<file path="src/rtl/dreq_pkg.sv">
package dreq_pkg;

    localparam int CFG_W    = 3;
    localparam int BIT_TRIG = 0;
    localparam int BIT_POL  = 1;
    localparam int BIT_MODE = 2;

    typedef enum logic [1:0] {
        ST_IDLE      = 2'd0,
        ST_LEVEL_ACT = 2'd1,
        ST_PULSE_ACT = 2'd2
    } dreq_state_e;

    typedef struct packed {
        logic mode;
        logic pol;
    } dreq_cfg_t;

    function automatic logic cfg_is_level(input logic mode, input logic pol);
        return (mode == 1'b0) && (pol == 1'b1);
    endfunction

    function automatic logic cfg_is_pulse(input logic mode, input logic pol);
        return (mode == 1'b1) && (pol == 1'b0);
    endfunction

endpackage

</file>
<file path="src/rtl/dreq_sync.sv">
module dreq_sync #(
    parameter int          WIDTH     = 2,
    parameter int          STAGES    = 2,
    parameter logic [0:0]  RESET_VAL = 1'b1
) (
    input  logic             clk,
    input  logic             rst_n,
    input  logic [WIDTH-1:0] async_in,
    output logic [WIDTH-1:0] sync_out
);

    logic [WIDTH-1:0] stage_q [STAGES];

    for (genvar g = 0; g < STAGES; g++) begin : g_stage
        always_ff @(posedge clk or negedge rst_n) begin
            if (!rst_n) begin
                stage_q[g] <= {WIDTH{RESET_VAL}};
            end else if (g == 0) begin
                stage_q[g] <= async_in;
            end else begin
                stage_q[g] <= stage_q[(g == 0) ? 0 : g - 1];
            end
        end
    end

    assign sync_out = stage_q[STAGES-1];

endmodule

</file>
<file path="src/rtl/dreq_cfg_reg.sv">
module dreq_cfg_reg
    import dreq_pkg::*;
(
    input  logic             clk,
    input  logic             rst_n,
    input  logic             we,
    input  logic [CFG_W-1:0] wdata,
    input  logic             busy,
    output dreq_cfg_t        cfg,
    output logic             start_level,
    output logic             start_pulse
);

    logic accept;
    logic trig_req;

    assign accept   = we && !busy;
    assign trig_req = accept && wdata[BIT_TRIG];

    always_ff @(posedge clk or negedge rst_n) begin
        if (!rst_n) begin
            cfg.mode <= 1'b0;
            cfg.pol  <= 1'b0;
        end else if (accept) begin
            cfg.mode <= wdata[BIT_MODE];
            cfg.pol  <= wdata[BIT_POL];
        end
    end

    assign start_level = trig_req && cfg_is_level(wdata[BIT_MODE], wdata[BIT_POL]);
    assign start_pulse = trig_req && cfg_is_pulse(wdata[BIT_MODE], wdata[BIT_POL]);

endmodule

</file>
<file path="src/rtl/dreq_pulse_timer.sv">
module dreq_pulse_timer #(
    parameter int PULSE_LEN = 32
) (
    input  logic clk,
    input  logic rst_n,
    input  logic run,
    output logic done
);

    localparam int CW = (PULSE_LEN > 2) ? $clog2(PULSE_LEN) : 1;
    localparam logic [CW-1:0] LAST = CW'(PULSE_LEN - 1);

    logic [CW-1:0] cnt_q;

    always_ff @(posedge clk or negedge rst_n) begin
        if (!rst_n) begin
            cnt_q <= '0;
        end else if (!run) begin
            cnt_q <= '0;
        end else if (cnt_q != LAST) begin
            cnt_q <= cnt_q + 1'b1;
        end
    end

    assign done = run && (cnt_q == LAST);

endmodule

</file>
<file path="src/rtl/dreq_fsm.sv">
module dreq_fsm
    import dreq_pkg::*;
(
    input  logic      clk,
    input  logic      rst_n,
    input  dreq_cfg_t cfg,
    input  logic      start_level,
    input  logic      start_pulse,
    input  logic      cs_n_sync,
    input  logic      rs_n_sync,
    input  logic      pulse_done,
    output logic      busy,
    output logic      pulse_run,
    output logic      dreq
);

    dreq_state_e state_q;
    dreq_state_e state_d;
    logic        host_access;

    assign host_access = !cs_n_sync && !rs_n_sync;

    always_ff @(posedge clk or negedge rst_n) begin
        if (!rst_n) begin
            state_q <= ST_IDLE;
        end else begin
            state_q <= state_d;
        end
    end

    always_comb begin
        state_d = state_q;
        unique case (state_q)
            ST_IDLE: begin
                if (start_level) begin
                    state_d = ST_LEVEL_ACT;
                end else if (start_pulse) begin
                    state_d = ST_PULSE_ACT;
                end
            end
            ST_LEVEL_ACT: begin
                if (host_access) begin
                    state_d = ST_IDLE;
                end
            end
            ST_PULSE_ACT: begin
                if (pulse_done) begin
                    state_d = ST_IDLE;
                end
            end
            default: state_d = ST_IDLE;
        endcase
    end

    always_comb begin
        busy      = 1'b0;
        pulse_run = 1'b0;
        dreq      = 1'b0;
        unique case (state_q)
            ST_IDLE: begin
                dreq = cfg_is_pulse(cfg.mode, cfg.pol);
            end
            ST_LEVEL_ACT: begin
                busy = 1'b1;
                dreq = 1'b1;
            end
            ST_PULSE_ACT: begin
                busy      = 1'b1;
                pulse_run = 1'b1;
                dreq      = 1'b0;
            end
            default: dreq = 1'b0;
        endcase
    end

endmodule

</file>
<file path="src/rtl/dreq_pin_gen.sv">
module dreq_pin_gen
    import dreq_pkg::*;
#(
    parameter int PULSE_LEN   = 32,
    parameter int SYNC_STAGES = 2
) (
    input  logic             clk,
    input  logic             rst_n,
    input  logic             cfg_we,
    input  logic [CFG_W-1:0] cfg_wdata,
    output logic [CFG_W-1:0] cfg_rdata,
    input  logic             host_cs_n,
    input  logic             host_rs_n,
    output logic             dreq_o
);

    dreq_cfg_t  cfg;
    logic       start_level;
    logic       start_pulse;
    logic       busy;
    logic       pulse_run;
    logic       pulse_done;
    logic [1:0] strobe_sync;

    dreq_sync #(
        .WIDTH     (2),
        .STAGES    (SYNC_STAGES),
        .RESET_VAL (1'b1)
    ) u_sync (
        .clk      (clk),
        .rst_n    (rst_n),
        .async_in ({host_cs_n, host_rs_n}),
        .sync_out (strobe_sync)
    );

    dreq_cfg_reg u_cfg (
        .clk         (clk),
        .rst_n       (rst_n),
        .we          (cfg_we),
        .wdata       (cfg_wdata),
        .busy        (busy),
        .cfg         (cfg),
        .start_level (start_level),
        .start_pulse (start_pulse)
    );

    dreq_pulse_timer #(
        .PULSE_LEN (PULSE_LEN)
    ) u_timer (
        .clk   (clk),
        .rst_n (rst_n),
        .run   (pulse_run),
        .done  (pulse_done)
    );

    dreq_fsm u_fsm (
        .clk         (clk),
        .rst_n       (rst_n),
        .cfg         (cfg),
        .start_level (start_level),
        .start_pulse (start_pulse),
        .cs_n_sync   (strobe_sync[1]),
        .rs_n_sync   (strobe_sync[0]),
        .pulse_done  (pulse_done),
        .busy        (busy),
        .pulse_run   (pulse_run),
        .dreq        (dreq_o)
    );

    always_comb begin
        cfg_rdata           = '0;
        cfg_rdata[BIT_MODE] = cfg.mode;
        cfg_rdata[BIT_POL]  = cfg.pol;
        cfg_rdata[BIT_TRIG] = busy;
    end

endmodule

</file>
<file path="config.mk">
export PLATFORM = sky130hd
export DESIGN_NAME = dreq_pin_gen
export DESIGN_NICKNAME = d
export VERILOG_FILES = /design/src/rtl/dreq_pkg.sv /design/src/rtl/dreq_sync.sv /design/src/rtl/dreq_cfg_reg.sv /design/src/rtl/dreq_pulse_timer.sv /design/src/rtl/dreq_fsm.sv /design/src/rtl/dreq_pin_gen.sv
export SDC_FILE = /design/constraint.sdc
export NUM_CORES = 1
export LEC_CHECK = 0
export ABC_AREA = 1
export BUFFER_PORTS_ARGS = -buffer_cell sky130_fd_sc_hd__buf_2
export CAP_MARGIN = 20
export CORE_MARGIN = 10
export CORE_UTILIZATION = 52
export DETAILED_ROUTE_END_ITERATION = 7
export PLACE_DENSITY = 0.83
export SETUP_SLACK_MARGIN = 0.1
export SLEW_MARGIN = 20
export SYNTH_ARGS = -nofsm -noshare
export SYNTH_HDL_FRONTEND = slang
export SYNTH_HIERARCHICAL = 1
export SYNTH_SLANG_ARGS = --single-unit
</file>
<file path="constraint.sdc">
create_clock -name clk -period 2 [get_ports clk]
set_clock_uncertainty 0.1 [all_clocks]
set_input_delay 0.1 -clock clk [delete_from_list [all_inputs] [get_ports clk]]
set_output_delay 0.1 -clock clk [all_outputs]
set_load 0.005 [all_outputs]
</file>
==> summary.md <==
| Metric | Value |
|---|---|
| Run status | `finished, final reports clean` |
| Synth Area in Compound Gates | `0.0687` |
| Sw Share | `0.374` |
| DP Wirelength | `1.12 mm` |
| First DRT Iteration DRCs | `17` |
| Crit path cell chain | `inv_1, ha_1, inv_2, nand3_1, nor2_1, nor2_1, nand2_1, nand3_2, nand2_1, nand2_1` |
| Min Tclk post-route | `1.68 ns` |
| Cells after Synth | `81` |
| RePlAce Congestion | `0.859` |
| IO Pins | `12` |
| Drt wl/cell | `13.1 µm` |
| Nets | `113` |
| Seq/Total Area, Yosys | `0.477` |
| Post-synth top cells | `nand2_1, inv_1, dfrtp_1, nor2_1` |
| Area growth from synthesis to layout | `18.1%` |
| Worst EP required | `2.06 ns` |
| Adder-cell area share of the yosys netlist | `0.108` |
| Slew @ Worst Pin | `0.289 ns` |
| Clock Tree Buf Depth | `2` |
| # setup viols final | `0` |
| First-pass GRT wire length | `2.57 mm` |
| Vias/cell | `4.89` |
| Yosys top cell by area | `dfrtp_1` |
| Fraction of registers with async set/reset | `1.00` |
| Core outline area | `1280 µm²` |
| TritonRoute pass-1 iters | `4` |
| N_diodes | `0` |
| Largest net degree at the start of global routing | `14` |
| Clock sinks | `13` |
| Most numerous cell in the Yosys netlist | `nand2_1` |
| Synth Register Bits | `13` |
| Predominant post-synthesis flop cell | `dfrtp_1` |
| Critical path type | `reg2reg` |
| Max incr delay on CP | `0.37 ns` |
| Switching power | `0.000338 W` |
| WP data arrival | `1.74 ns` |
| Min-delay worst type | `in2reg` |
| H-tree Lvls | `1` |
| Largest family of logic cells by synthesized area | `simple AND/OR/NAND/NOR gates` |
| Vias in the first global route | `611` |
| Fraction of synthesized area in multiplexers | `0` |
| Final Max Tran Viols | `0` |
| Die W | `56.5 µm` |
| DRC viols | `0` |
| Final worst-path cycle share | `0.841` |
| Drt total wl | `1.48 mm` |
| Avg Inst Size Synth | `8.54 µm²` |
| Most frequent CP cell | `nand2_1` |
| Antenna viol nets, final | `0` |
| Top cells by area, synth | `dfrtp_1, dfstp_2, nand2_1, ha_1, inv_1` |
| RSZ-0062 raised after global routing | `false` |
| Yosys warns | `6` |
| CP max-delay cell | `dfrtp_1` |
| Row cnt | `13` |
| PnR Total Power | `0.000905 W` |
| Die Ht | `56.5 µm` |
| Initial Util | `0.538` |
| GRT overflow | `0` |
| Total CTS buffers | `3` |
| Die area | `3190 µm²` |
| Static leakage | `0.443 nW` |
| Cell Int Power | `0.000567 W` |
| Peak VDD IR | `613 µV` |
| Synth Cell Area | `692 µm²` |
| PwrDens | `1110 nW/µm²` |
| Vias | `553` |
| Setup_tns | `0 ns` |
| Max Cap Violations | `0` |
| CP max FO | `3` |
| Final Hold Vio Count | `0` |
| Relative slew slack | `0.807` |
| Synth Area in XOR/XNOR | `0` |
| Syn Nets | `95` |
| IO Port Bufs | `11` |
| Critical Path Sink Type | `flip-flop` |
| Critical path startpoint category | `flip-flop` |
| Comb pwr share | `0.439` |
| FMAX | `594 MHz` |
| Ratio of cells with drive above 1 in the final layout | `0.276` |
| All-Layer GR Usage | `0.0976` |
| Part of the power in the clock network | `0.172` |
| Initial antenna violation count | `0` |
| Worst-path clk slew | `0.07 ns` |
| Clock Latency Late Sink | `0.27 ns` |
| Clock Root Buffer | `clkbuf_4` |
| Post-Synth Simple-Gate Area | `0.242` |
| Post-synth EDFFs | `0` |
| Power share of the sequential group | `0.390` |
| Post-synth cell types | `19` |
| Synth top area share | `0.325` |
| CTS tree | `yes` |
[cell families (layout without fill, tap and decap cells)]
family                     Yosys count  after routing
AOI/OAI and AO/OA                    7              7
buffers and inverters               16             33
DFF                                 13             13
and+or+nand+nor                     39             39
adders and majority gates            6              6
[metal layers]
metal  GRT usage  share of wire  wire, µm
met5           0              0         0
met4      0.0515          0.022        33
met3      0.0382          0.087       128
met2       0.168           0.49       718
met1      0.0985           0.40       595
[sequential cells by signal, summed over array words and instances (netlist names)]
name and count:
u_sync/sync_out 2, u_fsm/state_q 2, u_timer/cnt_q 5, u_sync/stage_q 2
u_cfg/cfg 2
[power by group through the flow]
stage                     Clock [W]  Combinational, W  Sequential (W)
after detailed placement          0          0.000380        0.000359
after CTS                  0.000161          0.000390        0.000354
after global placement            0          0.000363        0.000352
after floorplan                   0          0.000266        0.000351
after global routing       0.000171          0.000462        0.000358
final                      0.000155          0.000397        0.000353
[cell type report]
| type | instances | area (µm²) |
|---|---|---|
| fillers | 109 | 468 |
| flip-flops and latches | 13 | 330 |
| clock buffers | 4 | 26.3 |
| repair buffers | 16 | 100 |
| well taps | 15 | 18.8 |
| inverters | 13 | 48.8 |
| multi-input cells | 52 | 293 |
[metrics by stage]
stage	hold WS, ns	cell area, µm²	setup WS (ns)	std cells	util
after global routing	0.0378	817	0.112	113	0.636
after global placement	-0.109	751	0.393	105	0.584
final	0.0173	817	0.318	113	0.636
after floorplan	-0.296	692	0.481	81	-
after CTS	0.0212	807	0.274	112	0.628
after detailed placement	-0.103	751	0.291	105	0.584
[cell usage in the layout (no fill, tap or decap)]
cell            n
clkbuf_1        1
ha_1            6
nand2_1        21
nand4_1         2
o21ai_2         1
nor2_2          1
nor2_1          7
nand3_1         6
a21oi_1         1
a21boi_0        1
dfrtp_1         9
clkbuf_4        3
dfstp_2         4
o21ai_0         1
inv_2           2
o21bai_1        1
buf_4           2
o21ai_1         1
inv_1          11
buf_2          11
nand3_2         1
dlygate4sd3_1   3
a31o_2          1
nand2_2         1
[critical path, delay by kind of cell (launching register included)]
kind,cells,cell delay [ns]
adders and majority gates,1,0.32
buffers and inverters,2,0.16
DFF,1,0.37
and+or+nand+nor,7,0.64
[final timing paths]
check	to	slack, ns	start	depth (start not counted)
setup / recovery	u_fsm/state_q[1]	0.32	u_fsm/state_q[0]	10
hold / removal	u_cfg/cfg[1]	0.02	cfg_wdata[2]	3
setup reg to reg	u_fsm/state_q[1]	0.32	u_fsm/state_q[0]	10
hold reg to reg	u_sync/sync_out[0]	0.26	u_sync/stage_q[2]	0
max in group asynchronous	u_sync/stage_q[2]	1.39	rst_n	2
min in group asynchronous	u_timer/cnt_q[0]	0.14	rst_n	2
[repair_timing]
action	4_1_cts	5_1_grt
hold endpoints to repair	15	0
resized for setup	0	1
setup buffers	0	1
hold buffers	3	0
endpoints found under the setup margin	0	2
(Power assumes the default switching activity.)
